==> config.mk <==
export PLATFORM = sky130hd
export DESIGN_NAME = wave_dac_seq
export DESIGN_NICKNAME = d
export VERILOG_FILES = /design/src/rtl/wds_pkg.sv /design/src/rtl/wds_tick.sv /design/src/rtl/wds_shape.sv /design/src/rtl/wds_spi_tx.sv /design/src/rtl/wave_dac_seq.sv
export SDC_FILE = /design/constraint.sdc
export NUM_CORES = 1
export LEC_CHECK = 0
export ABC_AREA = 0
export ABC_CLOCK_PERIOD_IN_PS = 3300
export BUFFER_PORTS_ARGS = -buffer_cell sky130_fd_sc_hd__buf_4
export CORE_MARGIN = 2
export CORE_UTILIZATION = 49
export CTS_CLUSTER_DIAMETER = 30
export CTS_CLUSTER_SIZE = 25
export DETAILED_ROUTE_END_ITERATION = 16
export GPL_ROUTABILITY_DRIVEN = 0
export PLACE_DENSITY_LB_ADDON = 0.05
export SYNTH_ARGS = -nofsm -noshare
export SYNTH_HDL_FRONTEND = slang
export SYNTH_SLANG_ARGS = --single-unit
==> constraint.sdc <==
create_clock -name clk_i -period 3.3 [get_ports clk_i]
set_input_delay 0.33 -clock clk_i [delete_from_list [all_inputs] [get_ports clk_i]]
set_output_delay 0.33 -clock clk_i [all_outputs]
set_load 0.02 [all_outputs]
==> src/rtl/wds_pkg.sv <==
package wds_pkg;

   typedef enum logic [1:0] {
      WM_RAMP  = 2'd0,
      WM_TRI   = 2'd1,
      WM_LVL   = 2'd2,
      WM_LVL_B = 2'd3
   } wave_mode_e;

endpackage

==> src/rtl/wds_tick.sv <==
// Sample-rate strobe: count-down counter reloaded on zero.
module wds_tick #(
   parameter int INTERVAL = 500
) (
   input  logic clk_i,
   input  logic rst_ni,
   output logic strobe_o
);
   localparam int CW = (INTERVAL > 2) ? $clog2(INTERVAL) : 1;
   localparam logic [CW-1:0] RELOAD = CW'(INTERVAL - 1);

   logic [CW-1:0] cnt_q;

   always_ff @(posedge clk_i or negedge rst_ni) begin
      if (!rst_ni) begin
         cnt_q    <= RELOAD;
         strobe_o <= 1'b0;
      end else if (cnt_q == '0) begin
         cnt_q    <= RELOAD;
         strobe_o <= 1'b1;
      end else begin
         cnt_q    <= cnt_q - 1'b1;
         strobe_o <= 1'b0;
      end
   end
endmodule

==> src/rtl/wds_shape.sv <==
// Sample value generator: ramp, bouncing triangle or fixed level.
module wds_shape
   import wds_pkg::*;
#(
   parameter int DW       = 12,
   parameter int TRI_MAX  = 63,
   parameter int MID_CODE = 2048
) (
   input  logic          clk_i,
   input  logic          rst_ni,
   input  logic          strobe_i,
   input  wave_mode_e    mode_i,
   output logic [DW-1:0] value_o
);
   localparam logic [DW-1:0] TRI_LIM = DW'(TRI_MAX);
   localparam logic [DW-1:0] LVL_VAL = DW'(MID_CODE);

   logic [DW-1:0] val_q, base, nxt;
   logic          dn_q, dn_base, nxt_dn;
   wave_mode_e    mode_q;
   logic          restart;

   always_comb begin
      restart = (mode_i != mode_q);
      base    = restart ? '0 : val_q;
      dn_base = restart ? 1'b0 : dn_q;
      value_o = base;
      nxt     = base;
      nxt_dn  = dn_base;
      unique case (mode_i)
         WM_RAMP: begin
            nxt    = base + 1'b1;
            nxt_dn = 1'b0;
         end
         WM_TRI: begin
            if (!dn_base) begin
               if (base >= TRI_LIM) begin
                  nxt    = base - 1'b1;
                  nxt_dn = 1'b1;
               end else begin
                  nxt    = base + 1'b1;
               end
            end else begin
               if (base == '0) begin
                  nxt    = base + 1'b1;
                  nxt_dn = 1'b0;
               end else begin
                  nxt    = base - 1'b1;
               end
            end
         end
         default: begin
            value_o = LVL_VAL;
         end
      endcase
   end

   always_ff @(posedge clk_i or negedge rst_ni) begin
      if (!rst_ni) begin
         val_q  <= '0;
         dn_q   <= 1'b0;
         mode_q <= WM_RAMP;
      end else if (strobe_i) begin
         val_q  <= nxt;
         dn_q   <= nxt_dn;
         mode_q <= mode_i;
      end
   end
endmodule

==> src/rtl/wds_spi_tx.sv <==
// Frame shifter: MSB first, SCK = clk / SCK_DIV, data moves with SCK fall.
module wds_spi_tx #(
   parameter int FW      = 16,
   parameter int SCK_DIV = 4
) (
   input  logic          clk_i,
   input  logic          rst_ni,
   input  logic          load_i,
   input  logic [FW-1:0] frame_i,
   output logic          cs_n_o,
   output logic          sck_o,
   output logic          sdi_o,
   output logic          busy_o
);
   localparam int PW = $clog2(SCK_DIV);
   localparam int BW = $clog2(FW);
   localparam logic [PW-1:0] PH_LAST  = PW'(SCK_DIV - 1);
   localparam logic [BW-1:0] BIT_LAST = BW'(FW - 1);

   logic          active_q;
   logic [PW-1:0] ph_q;
   logic [BW-1:0] bit_q;
   logic [FW-1:0] sr_q;
   logic          sck_hi;

   always_ff @(posedge clk_i or negedge rst_ni) begin
      if (!rst_ni) begin
         active_q <= 1'b0;
         ph_q     <= '0;
         bit_q    <= '0;
         sr_q     <= '0;
      end else if (!active_q) begin
         if (load_i) begin
            active_q <= 1'b1;
            ph_q     <= '0;
            bit_q    <= '0;
            sr_q     <= frame_i;
         end
      end else if (ph_q == PH_LAST) begin
         ph_q <= '0;
         if (bit_q == BIT_LAST) begin
            active_q <= 1'b0;
            sr_q     <= '0;
         end else begin
            bit_q <= bit_q + 1'b1;
            sr_q  <= {sr_q[FW-2:0], 1'b0};
         end
      end else begin
         ph_q <= ph_q + 1'b1;
      end
   end

   generate
      if ((SCK_DIV & (SCK_DIV - 1)) == 0) begin : g_pow2
         assign sck_hi = ph_q[PW-1];
      end else begin : g_cmp
         assign sck_hi = (ph_q >= PW'(SCK_DIV / 2));
      end
   endgenerate

   assign cs_n_o = ~active_q;
   assign busy_o = active_q;
   assign sck_o  = active_q & sck_hi;
   assign sdi_o  = active_q & sr_q[FW-1];
endmodule

==> src/rtl/wave_dac_seq.sv <==
module wave_dac_seq
   import wds_pkg::*;
#(
   parameter int                 INTERVAL  = 500,
   parameter int                 DW        = 12,
   parameter int                 CTRL_W    = 4,
   parameter logic [CTRL_W-1:0]  CTRL_CODE = 4'b0011,
   parameter int                 SCK_DIV   = 4,
   parameter int                 TRI_MAX   = 63,
   parameter int                 MID_CODE  = 2048
) (
   input  logic       clk_i,
   input  logic       rst_ni,
   input  logic [1:0] mode_i,
   output logic       dac_cs_n_o,
   output logic       dac_sck_o,
   output logic       dac_sdi_o,
   output logic       dac_ldac_n_o,
   output logic       busy_o
);
   localparam int FW = CTRL_W + DW;

   generate
      if (SCK_DIV < 2 || (SCK_DIV % 2) != 0) begin : g_bad_div
         $error("SCK_DIV must be even and at least 2");
      end
      if (INTERVAL <= FW * SCK_DIV) begin : g_bad_interval
         $error("INTERVAL must exceed one frame length");
      end
      if (TRI_MAX < 1 || TRI_MAX >= (1 << DW) || MID_CODE >= (1 << DW)) begin : g_bad_code
         $error("TRI_MAX and MID_CODE must fit the data width");
      end
      if (CTRL_W < 1 || DW < 2) begin : g_bad_width
         $error("frame field widths too small");
      end
   endgenerate

   logic          strobe;
   logic [DW-1:0] value;

   wds_tick #(.INTERVAL(INTERVAL)) tick_i (
      .clk_i    (clk_i),
      .rst_ni   (rst_ni),
      .strobe_o (strobe)
   );

   wds_shape #(.DW(DW), .TRI_MAX(TRI_MAX), .MID_CODE(MID_CODE)) shape_i (
      .clk_i    (clk_i),
      .rst_ni   (rst_ni),
      .strobe_i (strobe),
      .mode_i   (wave_mode_e'(mode_i)),
      .value_o  (value)
   );

   wds_spi_tx #(.FW(FW), .SCK_DIV(SCK_DIV)) tx_i (
      .clk_i   (clk_i),
      .rst_ni  (rst_ni),
      .load_i  (strobe),
      .frame_i ({CTRL_CODE, value}),
      .cs_n_o  (dac_cs_n_o),
      .sck_o   (dac_sck_o),
      .sdi_o   (dac_sdi_o),
      .busy_o  (busy_o)
   );

   assign dac_ldac_n_o = 1'b0;
endmodule

==> flow_metrics.env <==
export IMPL_drt_first_iter_violations=211
export IMPL_num_vias=2532
export IMPL_fillerInstances=576
export IMPL_grt_overflow_total=0
export IMPL_wl_um=7060
export IMPL_start_kind="flip-flop"
export IMPL_worst_path_buf_inv=1
export IMPL_vias_per_cell=6.22
export IMPL_total_power_mw=1.21
export IMPL_critPathMaxStageDelay_ns=0.45
export IMPL_final_hold_viol_count=0
export IMPL_synth_edf_count=0
export IMPL_required_ns=3.50
export IMPL_wl_per_cell_um=17.3
export IMPL_wl_met2_um=3310
export IMPL_cts_sinks=48
export IMPL_cts_path_max_buffers=2
export IMPL_route_detailed_drc=0
export IMPL_seq_area_frac_synth_pct=40.5
export IMPL_cts_setup_buffers=0
export IMPL_hold_class="in2async"
export IMPL_gr_usage_all_layers_pct=23.6
export IMPL_syn_area_per_cell_sq_um=8.86
export IMPL_num_antenna_cells=0
export IMPL_synth_seq_cells=48
export IMPL_cp_top_family="compound AO/OA/AOI/OAI gates"
export IMPL_synthesis_nets=346
export IMPL_crit_type="reg2reg"
export IMPL_relSlewSlack_pct=38.0
export IMPL_ff_latch_area_sq_um=1210
export IMPL_synth_async_sr_flop_share_pct=100
export IMPL_ios=9
export IMPL_maxCapViolations=0
export IMPL_fin_skew_ns=0.00872
export IMPL_rsz0062_at_grt="no"
export IMPL_setup_viol=0
export IMPL_wl_met1_um=3250
export IMPL_cp_slowest_cell="a2111oi_2"
export IMPL_multi_input_area_sq_um=1610
export IMPL_finalSetupTns_ns=0
export IMPL_p_per_area_nw_per_um2=379
export IMPL_reg2reg_depth=10
export IMPL_hold_buffers=0
export IMPL_grt_max_degree=49
export IMPL_fmax_ghz=0.334
export IMPL_yosys_warnings=0
export IMPL_die_area_sq_um=6730
export IMPL_fin_util_pct=53.7
export IMPL_portBuffers=7
export IMPL_clkLatencyLatePin_ns=0.30
export IMPL_r2r_slack_ns=0.31
export IMPL_dp_slack_ns=0.269
export IMPL_cp_arrival_ns=3.19
export IMPL_drt_pass1_iter_count=5
export IMPL_nets=340
export IMPL_path_max_fanout=8
export IMPL_maxSlewViolCount=0
export IMPL_initial_utilization_pct=50.4
export IMPL_clk_pin_slew_ns=0.09
export IMPL_die_height_um=82.1
export IMPL_min_period_ns=2.99
export IMPL_ir_drop_v=0.000194
export IMPL_outcome="completed"
export IMPL_ant_nets=0
export IMPL_cts_root_buffer="clkbuf_8"
export IMPL_path_cells="xor2_1, nor2_1, nand2_1, inv_1, ha_1, nand3_4, o311a_1, a2111oi_2, o31ai_1, a221o_1"
export IMPL_cts_resized=0
export IMPL_met3WireLength_um=352
export IMPL_syn_to_final_growth_pct=6.54
export IMPL_leakage_nw=1.32
export IMPL_synth_cells=337
export IMPL_drive_gt1_share_pct=12.7
export IMPL_worst_path_stages=10
export IMPL_antenna_found_initial=0
export IMPL_tritoncts="built"
export IMPL_worstMarginPinSlew_ns=0.920
export IMPL_highest_layer="met4"
export IMPL_hpwl_um=4800
export IMPL_synth_distinct_cells=59
export IMPL_core_area_sq_um=5920
export IMPL_placementRows=28
export IMPL_end_kind="flip-flop"
export IMPL_htreeDepth=2
export IMPL_grt_pass1_vias=2485
export IMPL_grt_pass1_wl_um=12100
export IMPL_setup_ws_ns=0.305
export IMPL_cts_buffers=5
export IMPL_synth_flop_cell="dfrtp_1"
export IMPL_period_share_pct=90.8
export IMPL_die_x_um=82.1
export IMPL_synth_area_sq_um=2990
==> power by group <==
part	switching [mW]	total [mW]	internal [mW]
Combinational	0.0863	0.131	0.0451
Clock	0.212	0.461	0.248
Sequential	0.0164	0.613	0.597
==> sequential cells by signal, summed over array words and instances (netlist names) <==
register,flops
tx_i.busy_o,1
tx_i.sr_q,16
tick_i.strobe_o,1
tick_i.cnt_q,9
shape_i.val_q,12
tx_i.bit_q,4
shape_i.mode_q,2
shape_i.dn_q,1
tx_i.ph_q,2
==> metal layers <==
layer | GRT usage (%) | up-vias
met5 | 0 | -
met4 | 9.00 | 0
met3 | 3.85 | 10
met2 | 38.3 | 72
met1 | 31.5 | 1228
li1 | - | 1222
==> worst paths after layout <==
check,from,endpoint
worst min register to register,tick_i.cnt_q[8]$_DFF_PN1_,tick_i.cnt_q[8]$_DFF_PN1_
worst max-delay path,shape_i.mode_q[1]$_DFFE_PN0P_,shape_i.val_q[3]$_DFFE_PN0P_
worst min-delay path,rst_ni,shape_i.val_q[2]$_DFFE_PN0P_
max in group asynchronous,rst_ni,tx_i.bit_q[3]$_DFFE_PN0P_
worst max register to register,shape_i.mode_q[1]$_DFFE_PN0P_,shape_i.val_q[3]$_DFFE_PN0P_
min in group clk_i,mode_i[1],shape_i.val_q[0]$_DFFE_PN0P_
==> layout make-up <==
type / count / area share, %
sequential: 48 / 38.0
timing repair buffer: 14 / 3.30
clock buffer: 6 / 2.60
multi-input combinational: 251 / 50.6
tap: 75 / 2.95
inverter: 11 / 1.30
clock inverter: 2 / 1.22
==> cell usage after synthesis (6+ instances only) <==
master | count | area share [%]
nor2_1 | 24 | 3.0
o31ai_1 | 6 | 1.5
and2_1 | 6 | 1.3
xnor2_1 | 7 | 2.1
nand3_1 | 11 | 1.8
inv_1 | 11 | 1.4
o21ai_0 | 26 | 4.4
clkbuf_1 | 19 | 2.4
nor3_1 | 13 | 2.2
dfstp_2 | 7 | 6.2
nand2_1 | 42 | 5.3
xor2_1 | 7 | 2.1
dfrtp_1 | 41 | 34
a21oi_1 | 9 | 1.5
and3_1 | 7 | 1.5
a221o_1 | 7 | 2.3
a22oi_1 | 11 | 2.8
==> cell families (layout without fill, tap and decap cells) <==
| kind of cell | count (synthesis) | after routing | synth area share [%] |
|---|---|---|---|
| AOI/OAI and AO/OA | 97 | 97 | 23.6 |
| xor gates and xnor gates | 14 | 14 | 4.11 |
| adders and majority gates | 5 | 5 | 2.10 |
| buffers and inverters | 38 | 33 | 5.57 |
| DFF | 48 | 48 | 40.5 |
| muxes | 4 | 4 | 1.47 |
| other | 1 | 1 | 0.126 |
| and+or+nand+nor | 130 | 130 | 22.5 |
==> cells in the final DEF, fill, tap and decap left out, types with 3 or more instances in the layout <==
master and count:
dfrtp_1 41, clkbuf_8 6, and3_1 7, xor2_1 7, mux2_2 3, dfstp_2 7
a22oi_1 11, a211oi_1 3, and2_1 6, a22o_1 4, nor2_1 24, o31ai_1 6
nand4_1 5, o2111ai_1 3, ha_1 5, buf_4 14, a21oi_1 9, nor3_1 13
nand3_1 11, a31oi_1 5, nand2_1 42, a221o_1 7, inv_1 11, o21ai_0 26
xnor2_1 7, or4_1 5
==> per-stage QoR <==
step           instance area, sq um  hold slack (ns)  std cells
2_1_floorplan                  2990           0.0344        337
3_3_place_gp                   3060            0.389        399
3_5_place_dp                   3060            0.396        399
4_1_cts                        3180           0.0584        407
5_1_grt                        3180           0.0936        407
6_report                       3180           0.0150        407
==> worst reg2reg max path, delay by kind of cell (launching register included) <==
kind / cells / cell delay [ns]
DFF: 1 / 0.44
xor gates and xnor gates: 1 / 0.20
and+or+nand+nor: 3 / 0.51
buffers and inverters: 1 / 0.11
AOI/OAI and AO/OA: 4 / 1.28
adders and majority gates: 1 / 0.35
No activity file was read; power rests on OpenSTA's default activity.
